## config.mk

```make
export PLATFORM = sky130hd
export DESIGN_NAME = pin_debounce_bank
export DESIGN_NICKNAME = d
export VERILOG_FILES = /design/src/rtl/pdb_pkg.sv /design/src/rtl/pdb_sync.sv /design/src/rtl/pdb_tick_gen.sv /design/src/rtl/pdb_filter.sv /design/src/rtl/pin_debounce_bank.sv
export SDC_FILE = /design/constraint.sdc
export NUM_CORES = 1
export LEC_CHECK = 0
export ABC_AREA = 1
export BUFFER_PORTS_ARGS = -buffer_cell sky130_fd_sc_hd__buf_2
export CORE_ASPECT_RATIO = 0.75
export CORE_UTILIZATION = 60
export DETAILED_ROUTE_END_ITERATION = 10
export PLACE_DENSITY = 0.83
export SYNTH_ARGS = -nofsm -noshare
export SYNTH_HDL_FRONTEND = slang
export SYNTH_SLANG_ARGS = --single-unit
```

## constraint.sdc

```tcl
create_clock -name clk -period 4.8 [get_ports clk]
set_clock_uncertainty 0.1 [all_clocks]
set_input_delay 0.48 -clock clk [delete_from_list [all_inputs] [get_ports clk]]
set_output_delay 0.48 -clock clk [all_outputs]
set_load 0.05 [all_outputs]
```

## src/rtl/pdb_pkg.sv

```systemverilog
package pdb_pkg;

    // Per-pin filter state
    typedef struct packed {
        logic lvl;    // current filtered level
        logic cand;   // candidate level seen at the last sample point
        logic armed;  // one sample of the candidate already seen
    } pdb_flt_t;

endpackage

```

## src/rtl/pdb_sync.sv

```systemverilog
module pdb_sync #(
    parameter int W      = 32,
    parameter int STAGES = 2
) (
    input  logic         clk,
    input  logic         rst_n,
    input  logic [W-1:0] din,
    output logic [W-1:0] dout
);

    logic [STAGES-1:0][W-1:0] st_d, st_q;

    always_comb begin
        st_d[0] = din;
        for (int k = 1; k < STAGES; k++) begin
            st_d[k] = st_q[k-1];
        end
    end

    always_ff @(posedge clk or negedge rst_n) begin
        if (!rst_n) st_q <= '0;
        else        st_q <= st_d;
    end

    assign dout = st_q[STAGES-1];

endmodule

```

## src/rtl/pdb_tick_gen.sv

```systemverilog
module pdb_tick_gen #(
    parameter int DIV_W = 24
) (
    input  logic             clk,
    input  logic             rst_n,
    input  logic [DIV_W-1:0] div_val_i,
    output logic             tick_o,
    output logic [DIV_W-1:0] cnt_o,
    output logic [DIV_W-1:0] div_o
);

    typedef struct packed {
        logic [DIV_W-1:0] cnt;
        logic [DIV_W-1:0] div;
        logic             tick;
    } tg_state_t;

    tg_state_t st_d, st_q;

    always_comb begin
        st_d      = st_q;
        st_d.tick = 1'b0;
        if (div_val_i != st_q.div) begin
            // new terminal count: restart, no tick this cycle
            st_d.div = div_val_i;
            st_d.cnt = '0;
        end else if (st_q.cnt == st_q.div) begin
            st_d.cnt  = '0;
            st_d.tick = 1'b1;
        end else begin
            st_d.cnt = st_q.cnt + DIV_W'(1);
        end
    end

    always_ff @(posedge clk or negedge rst_n) begin
        if (!rst_n) st_q <= '0;
        else        st_q <= st_d;
    end

    assign tick_o = st_q.tick;
    assign cnt_o  = st_q.cnt;
    assign div_o  = st_q.div;

endmodule

```

## src/rtl/pdb_filter.sv

```systemverilog
module pdb_filter
    import pdb_pkg::*;
(
    input  logic clk,
    input  logic rst_n,
    input  logic din,
    input  logic samp,
    input  logic en,
    input  logic load,
    output logic dout
);

    pdb_flt_t st_d, st_q;

    always_comb begin
        st_d = st_q;
        if (load || !en) begin
            // track the pin so that enabling later is seamless
            st_d.lvl   = din;
            st_d.cand  = din;
            st_d.armed = 1'b0;
        end else if (samp) begin
            if (din == st_q.lvl) begin
                st_d.armed = 1'b0;
            end else if (st_q.armed && (din == st_q.cand)) begin
                st_d.lvl   = din;
                st_d.armed = 1'b0;
            end else begin
                st_d.cand  = din;
                st_d.armed = 1'b1;
            end
        end
    end

    always_ff @(posedge clk or negedge rst_n) begin
        if (!rst_n) st_q <= '0;
        else        st_q <= st_d;
    end

    assign dout = en ? st_q.lvl : din;

endmodule

```

## src/rtl/pin_debounce_bank.sv

```systemverilog
module pin_debounce_bank #(
    parameter int NPINS       = 32,
    parameter int DIV_W       = 24,
    parameter int SYNC_STAGES = 2
) (
    input  logic             clk,
    input  logic             rst_n,
    input  logic [NPINS-1:0] pin_i,
    input  logic [NPINS-1:0] deb_en_i,
    input  logic [NPINS-1:0] div_sel_i,
    input  logic [DIV_W-1:0] div_val_i,
    output logic [NPINS-1:0] pin_o
);

    localparam int BOOT_LAST = SYNC_STAGES;
    localparam int BOOT_W    = $clog2(SYNC_STAGES + 2);

    logic [NPINS-1:0]  sync_s;
    logic [NPINS-1:0]  samp;
    logic              tick;
    logic [DIV_W-1:0]  div_cnt;
    logic [DIV_W-1:0]  div_cur;
    logic [BOOT_W-1:0] boot_d, boot_q;
    logic              load;

    // Start-up window: filters load the synchronized level directly
    assign load = (boot_q <= BOOT_W'(BOOT_LAST));

    always_comb begin
        boot_d = boot_q;
        if (load) boot_d = boot_q + BOOT_W'(1);
    end

    always_ff @(posedge clk or negedge rst_n) begin
        if (!rst_n) boot_q <= '0;
        else        boot_q <= boot_d;
    end

    pdb_sync #(
        .W      (NPINS),
        .STAGES (SYNC_STAGES)
    ) i_sync (
        .clk   (clk),
        .rst_n (rst_n),
        .din   (pin_i),
        .dout  (sync_s)
    );

    pdb_tick_gen #(
        .DIV_W (DIV_W)
    ) i_tick (
        .clk       (clk),
        .rst_n     (rst_n),
        .div_val_i (div_val_i),
        .tick_o    (tick),
        .cnt_o     (div_cnt),
        .div_o     (div_cur)
    );

    for (genvar g = 0; g < NPINS; g++) begin : g_pin
        assign samp[g] = div_sel_i[g] ? tick : 1'b1;

        pdb_filter i_flt (
            .clk   (clk),
            .rst_n (rst_n),
            .din   (sync_s[g]),
            .samp  (samp[g]),
            .en    (deb_en_i[g]),
            .load  (load),
            .dout  (pin_o[g])
        );
    end

endmodule

```

==> impl_metrics.yaml <==
clock_network:
  cts_tree: "built"
  cts_resized: 0
  clk_latency_ns: 0.49
  count_of_buffers_added_by_post_cts_timing_repair_for_setup: 0
  max-clock-path-buffers: 3
  ctsHtreeMaxLevel: 1
  cts_root_buffer: "sky130_fd_sc_hd__clkbuf_16"
  cts_sinks: 211
  clkTransAtPathRegs_ns: 0.06
  tritoncts.num_buffers: 21
setup_path:
  timing.critical_path.from_type: "register"
  setup.worst_path.end_class: "register"
  path_class: "register to register"
  critical_path_peak_fanout: 42
  critical_path_required_ns: 5.07
  critPathArrivalTime_ns: 2.55
place:
  detailed_place_hpwl_mm: 14.01
  post_dp_area_sq_mm: 0.01095
  placement.io_buffers: 153
  place.gp.congestion: 0.8121
  numPlacedInstances: 1536
die:
  floorplan.die.height_microns: 115.4
  die_width_microns: 153.2
  placement_rows: 41
  top_level_ports: 154
  die_area_sq_mm: 0.01768
  core-area_sq_mm: 0.01677
  floorplan.initialDensity_pct: 61.33
global_route:
  antenna_violations_before_repair: 0
  global_route.usage.met1_pct: 31.21
  number_of_global_route_vias_before_repair: 7604
  global_route.usage.met3_pct: 3.656
  grt_usage_pct: 23.28
  grt_start_max_net_pins: 116
  busiest_layer: "met2"
  global_routing_met2_resource_utilization_pct: 39.73
  grt_pass1_wl_mm: 33.57
  overflow: 0
synthesis:
  yosysWarnings: 0
  syn_inst_count: 1234
  synth_largest_type_area_fraction_pct: 51.32
  area_of_the_mapped_netlist_sq_mm: 0.01029
  synth_area_leaders: "sky130_fd_sc_hd__dfrtp_1, sky130_fd_sc_hd__nand2_1, sky130_fd_sc_hd__nor2_1"
  synth_seq_cells: 211
  synth_fp_nets: 1358
  synthDominantAreaCellType: "sky130_fd_sc_hd__dfrtp_1"
  synth-seq-area-share_pct: 51.32
  synthesis.area_per_instance_sq_um: 8.338
  yosysUniqueCellTypes: 31
drt:
  detail-route-antenna-nets: 0
  post_drt_wl_per_cell_microns: 12.65
  dr_total_vias: 8054
  viasPerCell: 5.034
  remaining_drc_errors: 0
  routed_wirelength_mm: 20.24
  drt_iter0_drc: 423
  drt_pass1_iterations: 5
status:
  status: "finished clean"
finish:
  layout.cells.most_common: "sky130_fd_sc_hd__nand2_1"
  final_net_count: 1500
  final_area_sq_mm: 0.01193
  area_growth_syn_to_layout_pct: 15.94
  layout-drive-gt1-share_pct: 16.40
  nFillCells: 1258
  commonest_cells_after_routing_fill_and_taps_aside: "sky130_fd_sc_hd__nand2_1, sky130_fd_sc_hd__dfrtp_1, sky130_fd_sc_hd__buf_2"
  post_layout_nonfiller_instances: 1600
pwr:
  ir_drop_uv: 338.1
  power_leakage_nw: 5.964
  power_density_mw_per_mm2: 355.9
sta:
  setup_viol: 0
  final_min_period_over_clock_period_pct: 47.53
  fmax_mhz: 438.4
  tightest_slew_ns: 0.9404
  maxSlewHeadroom_pct: 37.31
  fin_crit_ns: 2.281
  grt_setup_unrepaired: "false"
  slew_viol_final: 0
  finalHoldViolCount: 0
  setup-tns-final_ns: 0
worst_hold_path:
  hold_class: "input port to register"
run:
  max_cap_violations: 0
[area by class of cell]
type,count,area (sq um),share of cell area [%]
sequential,211,5280,44.26
multi-input combinational,818,4090,34.29
timing repair buffer,186,1116,9.356
clock buffer,29,615.6,5.160
inverter,138,518.0,4.342
tap,215,269.0,2.255
clock inverter,2,37.54,0.3147
antenna,1,2.502,0.02098
[stage by stage]
step / hold slack, ns / power [mW] / setup WS, ns / util (%)
2_1_floorplan: 0.08441 / 2.509 / 3.281 / -
3_3_place_gp: 0.2314 / 2.642 / 2.658 / 65.29
3_5_place_dp: 0.2347 / 2.670 / 2.506 / 65.29
4_1_cts: 0.0002452 / 4.286 / 2.445 / 71.04
5_1_grt: 0.0009281 / 4.445 / 2.346 / 71.10
6_report: 0.01142 / 4.245 / 2.519 / 71.11
[cells by family after synthesis]
kind of cell	count (synthesis)	synth area share (%)
multiplexers	1	0.1094
XOR/XNOR	92	7.832
flip-flops	211	51.32
buffers and inverters	205	8.950
adder cells (fa/ha/maj)	2	0.2432
AO/OA/AOI/OAI	182	9.656
AND/OR/NAND/NOR	541	21.89
[flip-flops by register name, indices dropped and copies added (netlist names)]
signal and cells:
i_sync.dout 32, g_pin.i_flt.st_q 96, i_sync.st_d 32, i_tick.cnt_o 24
i_tick.tick_o 1, boot_q 2, i_tick.div_o 24
[final timing paths]
check	startpoint	to	slack [ns]	cells after the start
max in group asynchronous	rst_n	i_tick.div_o[19]$_DFFE_PN0N_	3.11	3
max reg2reg	boot_q[0]$_DFFE_PN0P_	g_pin[12].i_flt.st_q[1]$_DFFE_PN0P_	2.52	6
min reg2reg	i_sync.st_d[52]$_DFF_PN0_	i_sync.dout[20]$_DFF_PN0_	0.25	0
min	pin_i[21]	i_sync.st_d[53]$_DFF_PN0_	0.01	1
max	boot_q[0]$_DFFE_PN0P_	g_pin[12].i_flt.st_q[1]$_DFFE_PN0P_	2.52	6
min in group asynchronous	rst_n	i_sync.st_d[62]$_DFF_PN0_	0.51	2
[synth_stat cells]
| cell type | n |
|---|---|
| sky130_fd_sc_hd__buf_2 | 6 |
| sky130_fd_sc_hd__nand4_4 | 1 |
| sky130_fd_sc_hd__nor2_1 | 145 |
| sky130_fd_sc_hd__dfrtp_1 | 211 |
| sky130_fd_sc_hd__xnor2_1 | 62 |
| sky130_fd_sc_hd__nor2_2 | 28 |
| sky130_fd_sc_hd__nor3_1 | 5 |
| sky130_fd_sc_hd__buf_6 | 2 |
| sky130_fd_sc_hd__ha_1 | 2 |
| sky130_fd_sc_hd__nand4_1 | 2 |
| sky130_fd_sc_hd__o31ai_1 | 1 |
| sky130_fd_sc_hd__nand2_4 | 1 |
| sky130_fd_sc_hd__mux2_2 | 1 |
| sky130_fd_sc_hd__nand2_2 | 2 |
| sky130_fd_sc_hd__inv_2 | 3 |
| sky130_fd_sc_hd__a31oi_1 | 7 |
| sky130_fd_sc_hd__and2b_1 | 1 |
| sky130_fd_sc_hd__o21ai_0 | 78 |
| sky130_fd_sc_hd__o22ai_1 | 1 |
| sky130_fd_sc_hd__nand3_2 | 1 |
| sky130_fd_sc_hd__inv_1 | 135 |
| sky130_fd_sc_hd__nand3_1 | 44 |
| sky130_fd_sc_hd__nand2_1 | 305 |
| sky130_fd_sc_hd__xor2_1 | 30 |
| sky130_fd_sc_hd__clkbuf_2 | 1 |
| sky130_fd_sc_hd__a32o_1 | 10 |
| sky130_fd_sc_hd__clkbuf_1 | 24 |
| sky130_fd_sc_hd__buf_4 | 34 |
| sky130_fd_sc_hd__a21oi_1 | 77 |
| sky130_fd_sc_hd__nor2_4 | 6 |
| sky130_fd_sc_hd__o21bai_1 | 8 |
[metal layers]
metal	up-vias	part of all wire, %	routed length (microns)
met3	37	4.9	985
met1	3707	46	9405
met5	-	0	0
li1	4129	-	-
met2	181	46	9400
met4	0	2.2	444
[repair_timing]
action,4_1_cts,5_1_grt
setup endpoints to repair,0,0
hold buffers,31,1
hold endpoints to repair,41,1
[critical path, cell delays in order (launching register included)]
cell                      delay (ns)
sky130_fd_sc_hd__dfrtp_1        0.37
sky130_fd_sc_hd__ha_2           0.82
sky130_fd_sc_hd__nand2_1        0.25
sky130_fd_sc_hd__nor2_1         0.23
sky130_fd_sc_hd__nor2_2         0.08
sky130_fd_sc_hd__a21oi_1        0.20
sky130_fd_sc_hd__o21ai_0        0.10
[power breakdown]
| group | internal, mW | switching (mW) | total (mW) |
|---|---|---|---|
| Clock | 0.936 | 0.646 | 1.58 |
| Combinational | 0.246 | 0.397 | 0.643 |
| Sequential | 1.92 | 0.104 | 2.02 |
| Total | 3.10 | 1.15 | 4.25 |
Note: power is estimated with default switching activity, not from simulation.
